`src/rtl/evt_irq_pkg.sv`:
```
package evt_irq_pkg;

  // Register word index inside the group (byte offset bits 3:2).
  typedef enum logic [1:0] {
    RSEL_DISABLE = 2'd0,
    RSEL_ENABLE  = 2'd1,
    RSEL_MASK    = 2'd2,
    RSEL_STATUS  = 2'd3
  } rsel_e;

  // Source bit positions, shared by every register.
  localparam int unsigned SRC_RX_DONE = 0;
  localparam int unsigned SRC_TX_DONE = 1;
  localparam int unsigned SRC_TX_FAIL = 2;

endpackage

```
`src/rtl/evt_irq_rst_sync.sv`:
```
module evt_irq_rst_sync #(
  parameter int unsigned STAGES = 2
) (
  input  logic clk_i,
  input  logic rst_n_i,
  output logic rst_n_o
);

  logic [STAGES-1:0] chain_q;
  logic [STAGES-1:0] chain_d;

  always_comb begin
    chain_d = {chain_q[STAGES-2:0], 1'b1};
  end

  always_ff @(posedge clk_i or negedge rst_n_i) begin
    if (!rst_n_i) begin
      chain_q <= '0;
    end else begin
      chain_q <= chain_d;
    end
  end

  assign rst_n_o = chain_q[STAGES-1];

endmodule

```
`src/rtl/evt_irq_mask_reg.sv`:
```
module evt_irq_mask_reg #(
  parameter int unsigned N = 3
) (
  input  logic         clk_i,
  input  logic         rst_n_i,
  input  logic         set_wr_i,
  input  logic         clr_wr_i,
  input  logic [N-1:0] bits_i,
  output logic [N-1:0] mask_o
);

  logic [N-1:0] mask_q;
  logic [N-1:0] mask_d;
  logic         mask_ce;

  assign mask_ce = set_wr_i | clr_wr_i;

  // Clear is applied after set, so a simultaneous disable wins.
  always_comb begin
    mask_d = mask_q;
    if (set_wr_i) begin
      mask_d = mask_d | bits_i;
    end
    if (clr_wr_i) begin
      mask_d = mask_d & ~bits_i;
    end
  end

  always_ff @(posedge clk_i or negedge rst_n_i) begin
    if (!rst_n_i) begin
      mask_q <= '0;
    end else if (mask_ce) begin
      mask_q <= mask_d;
    end
  end

  assign mask_o = mask_q;

endmodule

```
`src/rtl/evt_irq_pend_bank.sv`:
```
module evt_irq_pend_bank #(
  parameter int unsigned N = 3
) (
  input  logic         clk_i,
  input  logic         rst_n_i,
  input  logic [N-1:0] lvl_i,
  input  logic [N-1:0] mask_i,
  input  logic         clr_wr_i,
  input  logic [N-1:0] bits_i,
  output logic [N-1:0] pend_o,
  output logic [N-1:0] ack_o
);

  for (genvar gi = 0; gi < N; gi++) begin : g_src
    logic pend_q;
    logic pend_d;
    logic ack_q;
    logic ack_d;
    logic clr_hit;
    logic set_hit;

    assign clr_hit = clr_wr_i & bits_i[gi];
    assign set_hit = lvl_i[gi] & mask_i[gi];

    // Set dominates clear so a held level is never dropped.
    always_comb begin
      pend_d = set_hit | (pend_q & ~clr_hit);
      ack_d  = clr_hit;
    end

    always_ff @(posedge clk_i or negedge rst_n_i) begin
      if (!rst_n_i) begin
        pend_q <= 1'b0;
        ack_q  <= 1'b0;
      end else begin
        pend_q <= pend_d;
        ack_q  <= ack_d;
      end
    end

    assign pend_o[gi] = pend_q;
    assign ack_o[gi]  = ack_q;
  end

endmodule

```
`src/rtl/evt_irq_read_mux.sv`:
```
module evt_irq_read_mux
  import evt_irq_pkg::*;
#(
  parameter int unsigned N  = 3,
  parameter int unsigned DW = 32
) (
  input  logic [1:0]    sel_i,
  input  logic [N-1:0]  mask_i,
  input  logic [N-1:0]  pend_i,
  output logic [DW-1:0] rdata_o
);

  rsel_e sel;
  assign sel = rsel_e'(sel_i);

  always_comb begin
    rdata_o = '0;
    unique case (sel)
      RSEL_MASK:   rdata_o[N-1:0] = mask_i;
      RSEL_STATUS: rdata_o[N-1:0] = pend_i;
      default:     rdata_o        = '0;
    endcase
  end

endmodule

```
`src/rtl/evt_irq_ctrl.sv`:
```
module evt_irq_ctrl #(
  parameter int unsigned NUM_SRC = 3,
  parameter int unsigned DATA_W  = 32,
  parameter int unsigned SYNC_STAGES = 2
) (
  input  logic              clk_i,
  input  logic              rst_n_i,
  input  logic              dis_wr_i,
  input  logic              en_wr_i,
  input  logic              sts_wr_i,
  input  logic [DATA_W-1:0] wdata_i,
  input  logic [1:0]        rd_sel_i,
  input  logic [NUM_SRC-1:0] src_lvl_i,
  output logic [DATA_W-1:0] rdata_o,
  output logic              irq_o,
  output logic [NUM_SRC-1:0] ack_o
);

  localparam int unsigned HI_W = DATA_W - NUM_SRC;

  logic               rst_sync_n;
  logic [NUM_SRC-1:0] wbits;
  logic [NUM_SRC-1:0] mask_q;
  logic [NUM_SRC-1:0] pend_q;
  logic               irq_q;
  logic               irq_d;
  logic               unused_wdata_hi;

  assign wbits           = wdata_i[NUM_SRC-1:0];
  assign unused_wdata_hi = ^wdata_i[DATA_W-1:DATA_W-HI_W];

  evt_irq_rst_sync #(
    .STAGES (SYNC_STAGES)
  ) u_rst_sync (
    .clk_i   (clk_i),
    .rst_n_i (rst_n_i),
    .rst_n_o (rst_sync_n)
  );

  evt_irq_mask_reg #(
    .N (NUM_SRC)
  ) u_mask (
    .clk_i    (clk_i),
    .rst_n_i  (rst_sync_n),
    .set_wr_i (en_wr_i),
    .clr_wr_i (dis_wr_i),
    .bits_i   (wbits),
    .mask_o   (mask_q)
  );

  evt_irq_pend_bank #(
    .N (NUM_SRC)
  ) u_pend (
    .clk_i    (clk_i),
    .rst_n_i  (rst_sync_n),
    .lvl_i    (src_lvl_i),
    .mask_i   (mask_q),
    .clr_wr_i (sts_wr_i),
    .bits_i   (wbits),
    .pend_o   (pend_q),
    .ack_o    (ack_o)
  );

  evt_irq_read_mux #(
    .N  (NUM_SRC),
    .DW (DATA_W)
  ) u_rd (
    .sel_i   (rd_sel_i),
    .mask_i  (mask_q),
    .pend_i  (pend_q),
    .rdata_o (rdata_o)
  );

  always_comb begin
    irq_d = |(pend_q & mask_q);
  end

  always_ff @(posedge clk_i or negedge rst_sync_n) begin
    if (!rst_sync_n) begin
      irq_q <= 1'b0;
    end else begin
      irq_q <= irq_d;
    end
  end

  assign irq_o = irq_q;

endmodule

```
`config.mk`:
```
export PLATFORM = sky130hd
export DESIGN_NAME = evt_irq_ctrl
export DESIGN_NICKNAME = d
export VERILOG_FILES = /design/src/rtl/evt_irq_pkg.sv /design/src/rtl/evt_irq_rst_sync.sv /design/src/rtl/evt_irq_mask_reg.sv /design/src/rtl/evt_irq_pend_bank.sv /design/src/rtl/evt_irq_read_mux.sv /design/src/rtl/evt_irq_ctrl.sv
export SDC_FILE = /design/constraint.sdc
export NUM_CORES = 1
export LEC_CHECK = 0
export BUFFER_PORTS_ARGS = -buffer_cell sky130_fd_sc_hd__buf_2
export CAP_MARGIN = 20
export CELL_PAD_IN_SITES_DETAIL_PLACEMENT = 1
export CELL_PAD_IN_SITES_GLOBAL_PLACEMENT = 2
export CORE_MARGIN = 2
export CORE_UTILIZATION = 14
export CTS_CLUSTER_SIZE = 20
export DETAILED_ROUTE_END_ITERATION = 12
export PLACE_DENSITY = 0.8
export RECOVER_POWER = 25
export SLEW_MARGIN = 10
export SYNTH_ARGS = -nofsm -noshare
export SYNTH_HDL_FRONTEND = slang
export SYNTH_SLANG_ARGS = --single-unit
```
`constraint.sdc`:
```
create_clock -name clk_i -period 0.8 [get_ports clk_i]
set_clock_uncertainty 0.05 [all_clocks]
set_input_delay 0 -clock clk_i [delete_from_list [all_inputs] [get_ports clk_i]]
set_output_delay 0 -clock clk_i [all_outputs]
set_load 0.005 [all_outputs]
```
Word level (Yosys, flattened, before mapping)
Cells that the tools add are included.

operators by class
  equal/unequal tests = 2
  mux-type cells = 3
  bitwise logic cells = 20
  reductions and logical operators = 1

operators with widths
  operator                               count
  1-bit AND                              9
  3-bit AND                              2
  3-bit 2-to-1 mux                       2
  3-bit one-hot mux with 2 select lines  1
  2-bit == test, second input constant   2
  1-bit bitwise OR                       4
  1-bit inverter                         3
  3-bit inverter                         1
  3-bit bitwise OR                       1
  3-bit OR reduction                     1

word-level totals
  register bits = 12
  output and inout bits = 36
  logic and storage cells = 35

Longest topological paths before layout
  word-level depth = 4
  gate-level depth with buffers = 2
  mapped depth without buffers = 2

Modules after synthesis
From an unflattened synthesis, not the netlist that was laid out.

unflattened totals
  cells, all modules = 75
  area total of the unflattened synthesis = 738.2 µm²

by module, submodules not included
  module             instances  cells an instance  area each (µm²)  seq. area each (µm²)
  evt_irq_pend_bank  1          24                 270.3            150.1
  evt_irq_read_mux   1          36                 270.3            0.0
  evt_irq_mask_reg   1          9                  105.1            75.1
  evt_irq_rst_sync   1          3                  53.8             50.0
  evt_irq_ctrl       1          3                  38.8             25.0

Worst setup path after synthesis
No wires, ideal clock.

  path type = register to register
  start point = reg with a tool-made name
  end point = reg irq_q (netlist: irq_o)
  library setup time = 127 ps
  data arrival time = 746 ps
  path slack = -123 ps
  cell stages (with the launch flop) = 3
  clock period less this slack = 923 ps
  cell sequence = dfrtp_1 > a222oi_1 > inv_1

RTL lines
  what                    RTL line            RTL
  end signal: assignment  evt_irq_ctrl.sv:82  irq_q <= irq_d;
  end: declaration        evt_irq_ctrl.sv:25  logic irq_q;

Final worst setup path
  start point = reg u_mask.mask_q[2] (netlist: u_mask.mask_o[2])
  end point = out rdata_o[2]

between the ends
  cells in the longest elaborated chain, start to end = 1

RTL lines
  what                                   RTL line                RTL
  start: declaration                     evt_irq_mask_reg.sv:12  logic [N-1:0] mask_q;
  start signal: assignment               evt_irq_mask_reg.sv:33  mask_q <= mask_d;
  3-bit one-hot mux with 2 select lines  evt_irq_read_mux.sv:18  unique case (sel)
  end: declaration                       evt_irq_ctrl.sv:14      output logic [DATA_W-1:0] rdata_o,

Every way passes these cells.

==> impl_metrics.toml <==
[run_status]
status = "finished, violations left"
violations = "negative setup slack"

[global_route]
track_usage_pct = 5.30
overflow = 0
grt_pass1_wl_mm = 2.08
grt_busiest_layer = "met2"
met2_usage_pct = 8.26
grtUsageMet1_pct = 5.57
antenna_found_initial = 0
grt_pass1_vias = 444
gr-usage-met3_pct = 1.90
grt_max_degree = 11

[floorplan]
row_count = 25
core_area_sq_um = 4750
die_height_um = 74.6
start_util_pct = 14.7
die_w_um = 74.6
ios = 78
dieArea_sq_um = 5560

[placed_design]
place_ws_ps = -166
hpwl_mm = 1.09
portBuffers = 19
place.gp.congestion = 0.691

[power]
p_per_area_nw_per_um2 = 1670
ir_worst_vdd_v = 0.000402
p_leak_nw = 0.507

[critical_path]
cpPeakStageDelay_ps = 400
worstPathCellList = "buf_6 > mux2i_1 > nor2b_1 > buf_2"
end_kind = "primary output"
crit_slowest_cell = "dfrtp_1"
path_class = "flop to primary output"
required_ps = 750
path_max_fanout = 2
critPathLaunchType = "flop"
regToRegSetupSlack_ps = -260
cp_data_arrival_time_ps = 1050

[finish]
drive_gt1_share_pct = 33.6
fin_nets = 151
diodes = 0
multi_input_area_sq_um = 274
finish.utilization_pct = 20.6
n_fill_cell = 592
regArea_sq_um = 300
syn_to_final_growth_pct = 40.8

[synthesis]
synth-main-ff-cell = "dfrtp_1"
yosysTopAreaCell = "dfrtp_1"
netlist_top_cells_area = "dfrtp_1 (43%), buf_4 (34%), a21oi_1 (4.3%)"
ys_warn_count = 0
synth_most_common_cell = "buf_4"
ys_types = 11
synth_commonest_cells = "buf_4 (32), dfrtp_1 (12), a21oi_1 (6)"
synth-async-reset-ratio_pct = 100
avgSynthCellArea_sq_um = 9.68
synth_edf_count = 0
synthCells = 72
ys_ff_latch = 12
netlist.area_leader.share_pct = 43.1
yosysSeqAreaShare_pct = 43.1
syn_area_sq_um = 697

[timing]
worst_slack_ps = -296
fin_crit_sh_pct = 137
fmax_mhz = 913
hold_viol_final = 0
period_needed_ps = 1100
setup_viol = 9
drv_slew = 0
rsz0062_at_grt = "yes"

[run]
maxCapViolations = 0

[clocking]
path_clk_slew_ps = 50
clockBufferDepth = 2
cts_tree = "yes"
clk_latency_ps = 240
cts_root_buf = "clkbuf_8"
cts_buffers = 3
htree_levels = 1
cts_num_sinks = 12

[drt]
wl_mm = 1.45
drt_pass1_iterations = 5
vias = 495
drtAntennaViolNets = 0
vias_per_cell = 2.84
routedWlPerCell_um = 8.30
drc = 0
drtIter0Drc = 24

[worst_hold_path]
holdCritPathClass = "primary input to flop"
[power breakdown]
part / internal, mW / switching (mW)
logic: 0.219 / 0.165
registers: 0.676 / 0.0515
clock network: 0.330 / 0.199
[stage by stage]
| step | cell area [sq um] | TNS [ps] | cells | hold WS, ps | total power, mW |
|---|---|---|---|---|---|
| after floorplan | 802 | -107 | 100 | -346 | 0.956 |
| after global placement | 771 | -317 | 158 | -265 | 0.981 |
| after detailed placement | 771 | -417 | 158 | -262 | 0.985 |
| after CTS | 962 | -1500 | 174 | 4.45 | 1.64 |
| after global routing | 981 | -1950 | 174 | 20.7 | 1.77 |
| final | 981 | -1490 | 174 | 12.0 | 1.64 |
[layer usage]
| layer | share of wire, % | vias to the layer above |
|---|---|---|
| met2 | 47 | 36 |
| met3 | 11 | 4 |
| met4 | 3.0 | 0 |
| met5 | 0 | - |
| li1 | - | 234 |
| met1 | 38 | 221 |
[cell usage in the layout (no fill, tap or decap)]
| cell type | n |
|---|---|
| and2_0 | 2 |
| nand2_2 | 2 |
| inv_1 | 4 |
| mux2i_1 | 3 |
| buf_6 | 6 |
| dlygate4sd3_1 | 9 |
| nor2b_1 | 3 |
| buf_2 | 18 |
| nand2_4 | 1 |
| dfrtp_1 | 12 |
| clkbuf_1 | 1 |
| a222oi_1 | 1 |
| buf_4 | 2 |
| conb_1 | 30 |
| and2_1 | 1 |
| a21oi_1 | 3 |
| clkbuf_8 | 3 |
| a21oi_2 | 3 |
| o21ai_2 | 1 |
| o21ai_1 | 2 |
[path summary, 6_finish.rpt]
check	cells after the start	startpoint	end
worst max-delay path	4	u_mask.mask_o[2]$_DFFE_PN0P_	rdata_o[2]
worst min-delay path	3	wdata_i[2]	u_mask.mask_o[2]$_DFFE_PN0P_
worst max register to register	3	u_pend.g_src[2].pend_q$_DFF_PN0_	irq_o$_DFF_PN0_
worst min register to register	0	u_rst_sync.chain_q[1]$_DFF_PN0_	u_pend.g_src[1].ack_q$_DFF_PN0_
max in group asynchronous	0	u_rst_sync.chain_q[1]$_DFF_PN0_	u_pend.g_src[1].pend_q$_DFF_PN0_
min in group asynchronous	2	rst_n_i	u_rst_sync.chain_q[0]$_DFF_PN0_
[worst max-delay path: cells and delay by family (launching register included)]
family                 cells  cell delay, ps
buffers and inverters      2             250
multiplexers               1             120
flip-flops                 1             400
AND/OR/NAND/NOR            1              50
[timing repair]
action,CTS,global route
pin swaps,1,0
setup endpoints to repair,9,10
hold buffers,9,0
setup buffers,4,2
endpoints found under the hold margin,8,0
resized for setup,11,8
[final cells by class]
type                       instances  area share [%]
sequential                        12            30.6
multi-input combinational         52            27.9
timing repair buffer              36            27.2
tap                               67            8.55
clock buffer                       3            4.21
inverter                           4            1.53
[logic make-up (layout without fill, tap and decap cells)]
group	count (synthesis)	after routing	synth area share (%)
AO/OA/AOI/OAI	10	10	7.90
buffers and inverters	36	43	36.6
flip-flops	12	12	43.1
multiplexers	3	3	4.31
other	2	30	1.08
AND/OR/NAND/NOR	9	9	7.00
No activity file was read; power rests on OpenSTA's default activity.
